<file path="config.mk">
export PLATFORM = sky130hd
export DESIGN_NAME = gdf_fault_seq
export DESIGN_NICKNAME = d
export VERILOG_FILES = /design/src/rtl/gdf_pkg.sv /design/src/rtl/gdf_glitch_filter.sv /design/src/rtl/gdf_oneshot.sv /design/src/rtl/gdf_fault_seq.sv
export SDC_FILE = /design/constraint.sdc
export NUM_CORES = 1
export LEC_CHECK = 0
export ABC_AREA = 1
export BUFFER_PORTS_ARGS = -buffer_cell sky130_fd_sc_hd__buf_4
export CAP_MARGIN = 25
export CORE_ASPECT_RATIO = 1.1
export CORE_MARGIN = 1.5
export CORE_UTILIZATION = 50
export CTS_CLUSTER_DIAMETER = 60
export DETAILED_ROUTE_END_ITERATION = 8
export GPL_TIMING_DRIVEN = 0
export PLACE_DENSITY = 0.7
export SLEW_MARGIN = 20
export SYNTH_ARGS = -nofsm -noshare
export SYNTH_HDL_FRONTEND = slang
export SYNTH_SLANG_ARGS = --single-unit
</file>
<file path="constraint.sdc">
create_clock -name clk -period 2.62 [get_ports clk]
set_input_delay 0.786 -clock clk [delete_from_list [all_inputs] [get_ports clk]]
set_output_delay 0.786 -clock clk [all_outputs]
set_load 0.02 [all_outputs]
</file>
<file path="src/rtl/gdf_pkg.sv">
package gdf_pkg;

  // Width needed to hold the count value n (at least one bit).
  function automatic int unsigned cnt_bits(input int unsigned n);
    return (n < 1) ? 1 : $clog2(n + 1);
  endfunction

  // Causes that can set or hold the low-side disable.
  typedef struct packed {
    logic dly_fire;
    logic uv_hit;
    logic uv_conf;
    logic shdn;
    logic ext;
    logic oc_conf;
  } gdf_cause_t;

endpackage

</file>
<file path="src/rtl/gdf_glitch_filter.sv">
module gdf_glitch_filter #(
  parameter int unsigned LEN = 8
) (
  input  logic clk,
  input  logic rst_n,
  input  logic flag_i,
  output logic hit_o,
  output logic conf_o
);
  localparam int unsigned W = gdf_pkg::cnt_bits(LEN);
  localparam logic [W-1:0] TOP = W'(LEN);

  logic [W-1:0] cnt_q, cnt_d;
  logic         cnt_en;

  // Saturating run counter; any low sample restarts it.
  always_comb begin
    cnt_d  = cnt_q;
    cnt_en = 1'b0;
    if (!flag_i) begin
      cnt_d  = '0;
      cnt_en = (cnt_q != '0);
    end else if (cnt_q != TOP) begin
      cnt_d  = cnt_q + 1'b1;
      cnt_en = 1'b1;
    end
  end

  always_ff @(posedge clk or negedge rst_n) begin
    if (!rst_n)      cnt_q <= '0;
    else if (cnt_en) cnt_q <= cnt_d;
  end

  assign hit_o  = flag_i && (cnt_q == TOP - 1'b1);
  assign conf_o = (cnt_q == TOP);
endmodule

</file>
<file path="src/rtl/gdf_oneshot.sv">
module gdf_oneshot #(
  parameter int unsigned LEN = 16
) (
  input  logic clk,
  input  logic rst_n,
  input  logic load_i,
  output logic busy_o,
  output logic last_o
);
  localparam int unsigned W = gdf_pkg::cnt_bits(LEN);
  localparam logic [W-1:0] TOP = W'(LEN);

  logic [W-1:0] cnt_q, cnt_d;
  logic         cnt_en;

  // Retriggerable down-counter: a load restarts the full length.
  always_comb begin
    cnt_en = load_i || (cnt_q != '0);
    if (load_i)              cnt_d = TOP;
    else if (cnt_q != '0)    cnt_d = cnt_q - 1'b1;
    else                     cnt_d = cnt_q;
  end

  always_ff @(posedge clk or negedge rst_n) begin
    if (!rst_n)      cnt_q <= '0;
    else if (cnt_en) cnt_q <= cnt_d;
  end

  assign busy_o = (cnt_q != '0);
  assign last_o = (cnt_q == W'(1));
endmodule

</file>
<file path="src/rtl/gdf_fault_seq.sv">
module gdf_fault_seq #(
  parameter int unsigned OC_FILT   = 30,
  parameter int unsigned UV_FILT   = 1600,
  parameter int unsigned PULSE_LEN = 10000,
  parameter int unsigned SOFT_DLY  = 30
) (
  input  logic clk,
  input  logic rst_n,
  input  logic oc_flag,
  input  logic uv_flag,
  input  logic shdn_n,
  input  logic fault_line_in,
  input  logic lo_cmd,
  output logic fault_pull,
  output logic lo_disable,
  output logic softoff_req,
  output logic dt_guard_dis
);
  import gdf_pkg::*;

  logic oc_hit, oc_conf, uv_hit, uv_conf;
  logic pulse_busy, pulse_last;
  logic dly_busy, dly_fire;
  logic pulse_load;
  gdf_cause_t cause;
  logic set_c, hold_c, rel_c;
  logic latch_q, latch_d, latch_en;
  logic seen_q, seen_d;

  gdf_glitch_filter #(.LEN(OC_FILT)) u_oc_filt (
    .clk(clk), .rst_n(rst_n), .flag_i(oc_flag), .hit_o(oc_hit), .conf_o(oc_conf)
  );

  gdf_glitch_filter #(.LEN(UV_FILT)) u_uv_filt (
    .clk(clk), .rst_n(rst_n), .flag_i(uv_flag), .hit_o(uv_hit), .conf_o(uv_conf)
  );

  assign pulse_load = oc_hit || uv_hit || !shdn_n;

  gdf_oneshot #(.LEN(PULSE_LEN)) u_pulse (
    .clk(clk), .rst_n(rst_n), .load_i(pulse_load), .busy_o(pulse_busy), .last_o(pulse_last)
  );

  gdf_oneshot #(.LEN(SOFT_DLY)) u_soft_dly (
    .clk(clk), .rst_n(rst_n), .load_i(oc_hit), .busy_o(dly_busy), .last_o(dly_fire)
  );

  // Cause collection; own pull-down masks the line readback.
  always_comb begin
    cause.dly_fire = dly_fire;
    cause.uv_hit   = uv_hit;
    cause.uv_conf  = uv_conf;
    cause.shdn     = !shdn_n;
    cause.ext      = !fault_line_in && !pulse_busy;
    cause.oc_conf  = oc_conf;
    set_c  = cause.dly_fire || cause.uv_hit || cause.uv_conf ||
             cause.shdn || cause.ext;
    hold_c = set_c || cause.oc_conf;
  end

  // Latch next state and cycle-by-cycle release.
  always_comb begin
    rel_c    = latch_q && (seen_q || !lo_cmd) && !pulse_busy &&
               !dly_busy && !hold_c;
    latch_en = set_c || rel_c;
    latch_d  = set_c;
    seen_d   = latch_q && (seen_q || !lo_cmd);
  end

  always_ff @(posedge clk or negedge rst_n) begin
    if (!rst_n) begin
      latch_q <= 1'b0;
      seen_q  <= 1'b0;
    end else begin
      if (latch_en) latch_q <= latch_d;
      seen_q <= seen_d;
    end
  end

  assign fault_pull   = pulse_busy;
  assign lo_disable   = latch_q;
  assign softoff_req  = latch_q;
  assign dt_guard_dis = latch_q || dly_busy;

  logic unused_ok;
  assign unused_ok = pulse_last;
endmodule

</file>
==> flow_metrics.tcl <==
set metrics [dict create \
    run_status "finished clean" \
    timing.hold.ws_ns 0.437 \
    synth_fp_nets 315 \
    final.setup_skew_ns 0.00422 \
    placeable_area_mm2 0.00429 \
    final_net_count 331 \
    max_clock_freq_ghz 0.414 \
    cap_viol_max_count 0 \
    worstPathMaxFanout 10 \
    drt-vias-per-instance 5.06 \
    rsz0062_at_grt "no" \
    timing.critical_path.buf_inv 3 \
    cts.clk_slew.worst_paths_ns 0.07 \
    p_per_area_mw_per_mm2 634 \
    setup.worst_path.class "reg -> out" \
    finish.instance_area_mm2 0.00245 \
    vdd.ir_drop.worst_mv 0.458 \
    critical_path.startpoint_type "register" \
    grt_start_max_net_pins 38 \
    finalCritPeriodShare 0.921 \
    syn-instance-count 297 \
    hold_viol_final 0 \
    overall_routing_resource_usage 0.212 \
    worstMarginPinSlew_ns 0.475 \
    layout.cells.non_filler 368 \
    tritoncts "built" \
    cp_data_arrival_time_ns 1.63 \
    r2r_setup_slack_ns 1.09 \
    rows 25 \
    postCtsSetupRepairBufs 0 \
    minimum_clock_period_after_layout_ns 2.41 \
    initialDrtViolationCount 102 \
    post_cts.resized_instances 0 \
    globalRouteOverflowTotal 0 \
    io_pins 11 \
    io_buffers 9 \
    die-height_um 73.0 \
    area_delta_synth_final_pct 9.83 \
    cts-hold-fix-buffers 0 \
    drt_wl_total_mm 4.30 \
    timing.max_slew.rel_slack 0.683 \
    avgSynthCellArea_um2 7.50 \
    worst_hold_path_type "in -> async" \
    initial_antenna_violation_count 0 \
    start_util 0.520 \
    antenna_cells_inserted 0 \
    insertion_delay_ns 0.29 \
    global_route_wire_length_before_repair_mm 7.92 \
    static-leakage-power_uw 0.00119 \
    placedCellCount 360 \
    critical-path-slowest-cell "dfrtp_1" \
    gp_routability_congestion 0.832 \
    routed-via-count 1861 \
    numCtsBuffers 5 \
    clockRootBuffer "clkbuf_8" \
    synth_area_mm2 0.00223 \
    placed_cell_area_mm2 0.00236 \
    seq_area_frac_synth 0.415 \
    floorplan.die.width_um 66.7 \
    route.detailed.wl_per_inst_um 11.7 \
    postSynthRegisterBits 37 \
    dpl.hpwl_mm 3.23 \
    detail_route.drc_violations 0 \
    worst_ep_required_time_ns 1.83 \
    crit_path_end_kind "output pin" \
    drive_gt1_frac 0.108 \
    grt_pass1_vias 1820 \
    synth_warnings 0 \
    final-setup-viol-count 0 \
    maxSlewViolCount 0 \
    tritoncts_num_sinks 37 \
    path_delay_family "buffers and inverters" \
    power_uw 1550 \
    cts.path.max_buffers 2 \
    drt_pre_antenna_iters 4 \
    die_area_mm2 0.00487 \
    crit_path_max_incr_delay_ns 0.40 \
    ys_types 31 \
    route.antenna.remaining_nets 0 \
    cts_htree_levels 2 \
    setup-tns-final_ns 0 \
    crit_path_cell_trace "inv_1 > ha_1 > nand3_1 > nor2_1 > nand2_2 > buf_6 > buf_4" \
]
==> cells in the mapped netlist <==
| library cell | instances | area [um^2] |
|---|---|---|
| o21bai_1 | 3 | 22.5 |
| nand2_2 | 2 | 12.5 |
| a31oi_1 | 3 | 18.8 |
| o211ai_1 | 1 | 7.51 |
| or2_0 | 1 | 6.26 |
| inv_2 | 1 | 3.75 |
| nand4_1 | 5 | 31.3 |
| nand2_4 | 1 | 11.3 |
| a21oi_1 | 3 | 15.0 |
| o21ai_2 | 1 | 8.76 |
| nand3b_1 | 1 | 7.51 |
| nand3_1 | 31 | 155 |
| xor2_1 | 4 | 35.0 |
| a21boi_0 | 1 | 7.51 |
| buf_6 | 3 | 33.8 |
| nand3_2 | 2 | 20.0 |
| or2_2 | 2 | 12.5 |
| o21ai_0 | 7 | 35.0 |
| buf_4 | 1 | 7.51 |
| nor3_1 | 12 | 60.1 |
| nor3b_1 | 1 | 7.51 |
| nor2_1 | 46 | 173 |
| inv_1 | 42 | 158 |
| nor2_2 | 4 | 25.0 |
| nor3_2 | 1 | 10.0 |
| a21oi_2 | 1 | 8.76 |
| nand2_1 | 65 | 244 |
| dfrtp_1 | 37 | 926 |
| xnor2_1 | 2 | 17.5 |
| o21ai_1 | 2 | 10.0 |
| ha_1 | 11 | 138 |
==> layout make-up <==
class / count / area [um^2]
Multi-Input combinational cell: 213 / 1100
Fill cell: 415 / 1840
Inverter: 43 / 161
Timing Repair Buffer: 9 / 67.6
Clock inverter: 1 / 7.51
Clock buffer: 7 / 76.3
Buffer: 4 / 41.3
Sequential cell: 37 / 926
Tap cell: 54 / 67.6
==> layout by cell type, fill, tap and decap left out, drive strengths merged, types with 5 or more instances in the layout <==
master  netlist  final
nand4         5      5
dfrtp        37     37
nand3        33     33
inv          43     43
nand2        68     68
clkbuf        0      7
ha           11     11
nor2         50     50
nor3         13     13
buf           4     13
o21ai        10     10
==> through the flow <==
| stage | setup slack, ns | util |
|---|---|---|
| floorplan | 0.790 | - |
| global placement | 0.540 | 0.552 |
| detailed placement | 0.535 | 0.552 |
| CTS | 0.193 | 0.571 |
| global route | 0.115 | 0.571 |
| finish | 0.207 | 0.571 |
==> routing by layer <==
metal / wire (um) / track usage / vias up
li1: - / - / 968
met1: 2110 / 0.282 / 865
met2: 1990 / 0.339 / 25
met3: 167 / 0.0525 / 3
met4: 38 / 0.0680 / 0
met5: 0 / 0 / -
==> worst reg2reg max path, stage by stage, from the launching register on <==
cell     delay, ns
dfrtp_1       0.40
inv_1         0.14
ha_1          0.20
nand3_1       0.08
nor2_1        0.12
nand2_2       0.09
inv_1         0.20
nand2_1       0.07
nand2_1       0.06
nand3_1       0.06
==> state kept, by name, summed over array words and instances (netlist names) <==
register,flops
u_soft_dly.cnt_q,5
u_oc_filt.cnt_q,5
seen_q,1
u_uv_filt.cnt_q,11
u_pulse.cnt_q,14
lo_disable,1
==> report_power, final <==
part / switching [uW] / internal, uW
combinational: 275 / 178
sequential: 64.7 / 639
clock: 207 / 188
total: 547 / 1010
==> kinds of logic (layout without fill, tap and decap cells) <==
kind of cell,after synthesis,after routing,share of synthesized area
buffers and inverters,47,64,0.0910
XOR/XNOR,6,6,0.0236
AND/OR/NAND/NOR,174,174,0.348
flip-flops,37,37,0.415
adder cells (fa/ha/maj),11,11,0.0618
AO/OA/AOI/OAI,22,22,0.0601
==> final timing paths <==
| check | start | endpoint | cells after the start |
|---|---|---|---|
| worst max-delay path | u_pulse.cnt_q[0]$_DFFE_PN0P_ | fault_pull | 7 |
| worst min-delay path | rst_n | u_uv_filt.cnt_q[9]$_DFFE_PN0P_ | 1 |
| worst max register to register | u_pulse.cnt_q[0]$_DFFE_PN0P_ | lo_disable$_DFFE_PN0P_ | 9 |
| worst min register to register | seen_q$_DFF_PN0_ | seen_q$_DFF_PN0_ | 2 |
| max in group asynchronous | rst_n | u_uv_filt.cnt_q[0]$_DFFE_PN0P_ | 1 |
| min in group clk | seen_q$_DFF_PN0_ | seen_q$_DFF_PN0_ | 2 |
(Power assumes the default switching activity.)
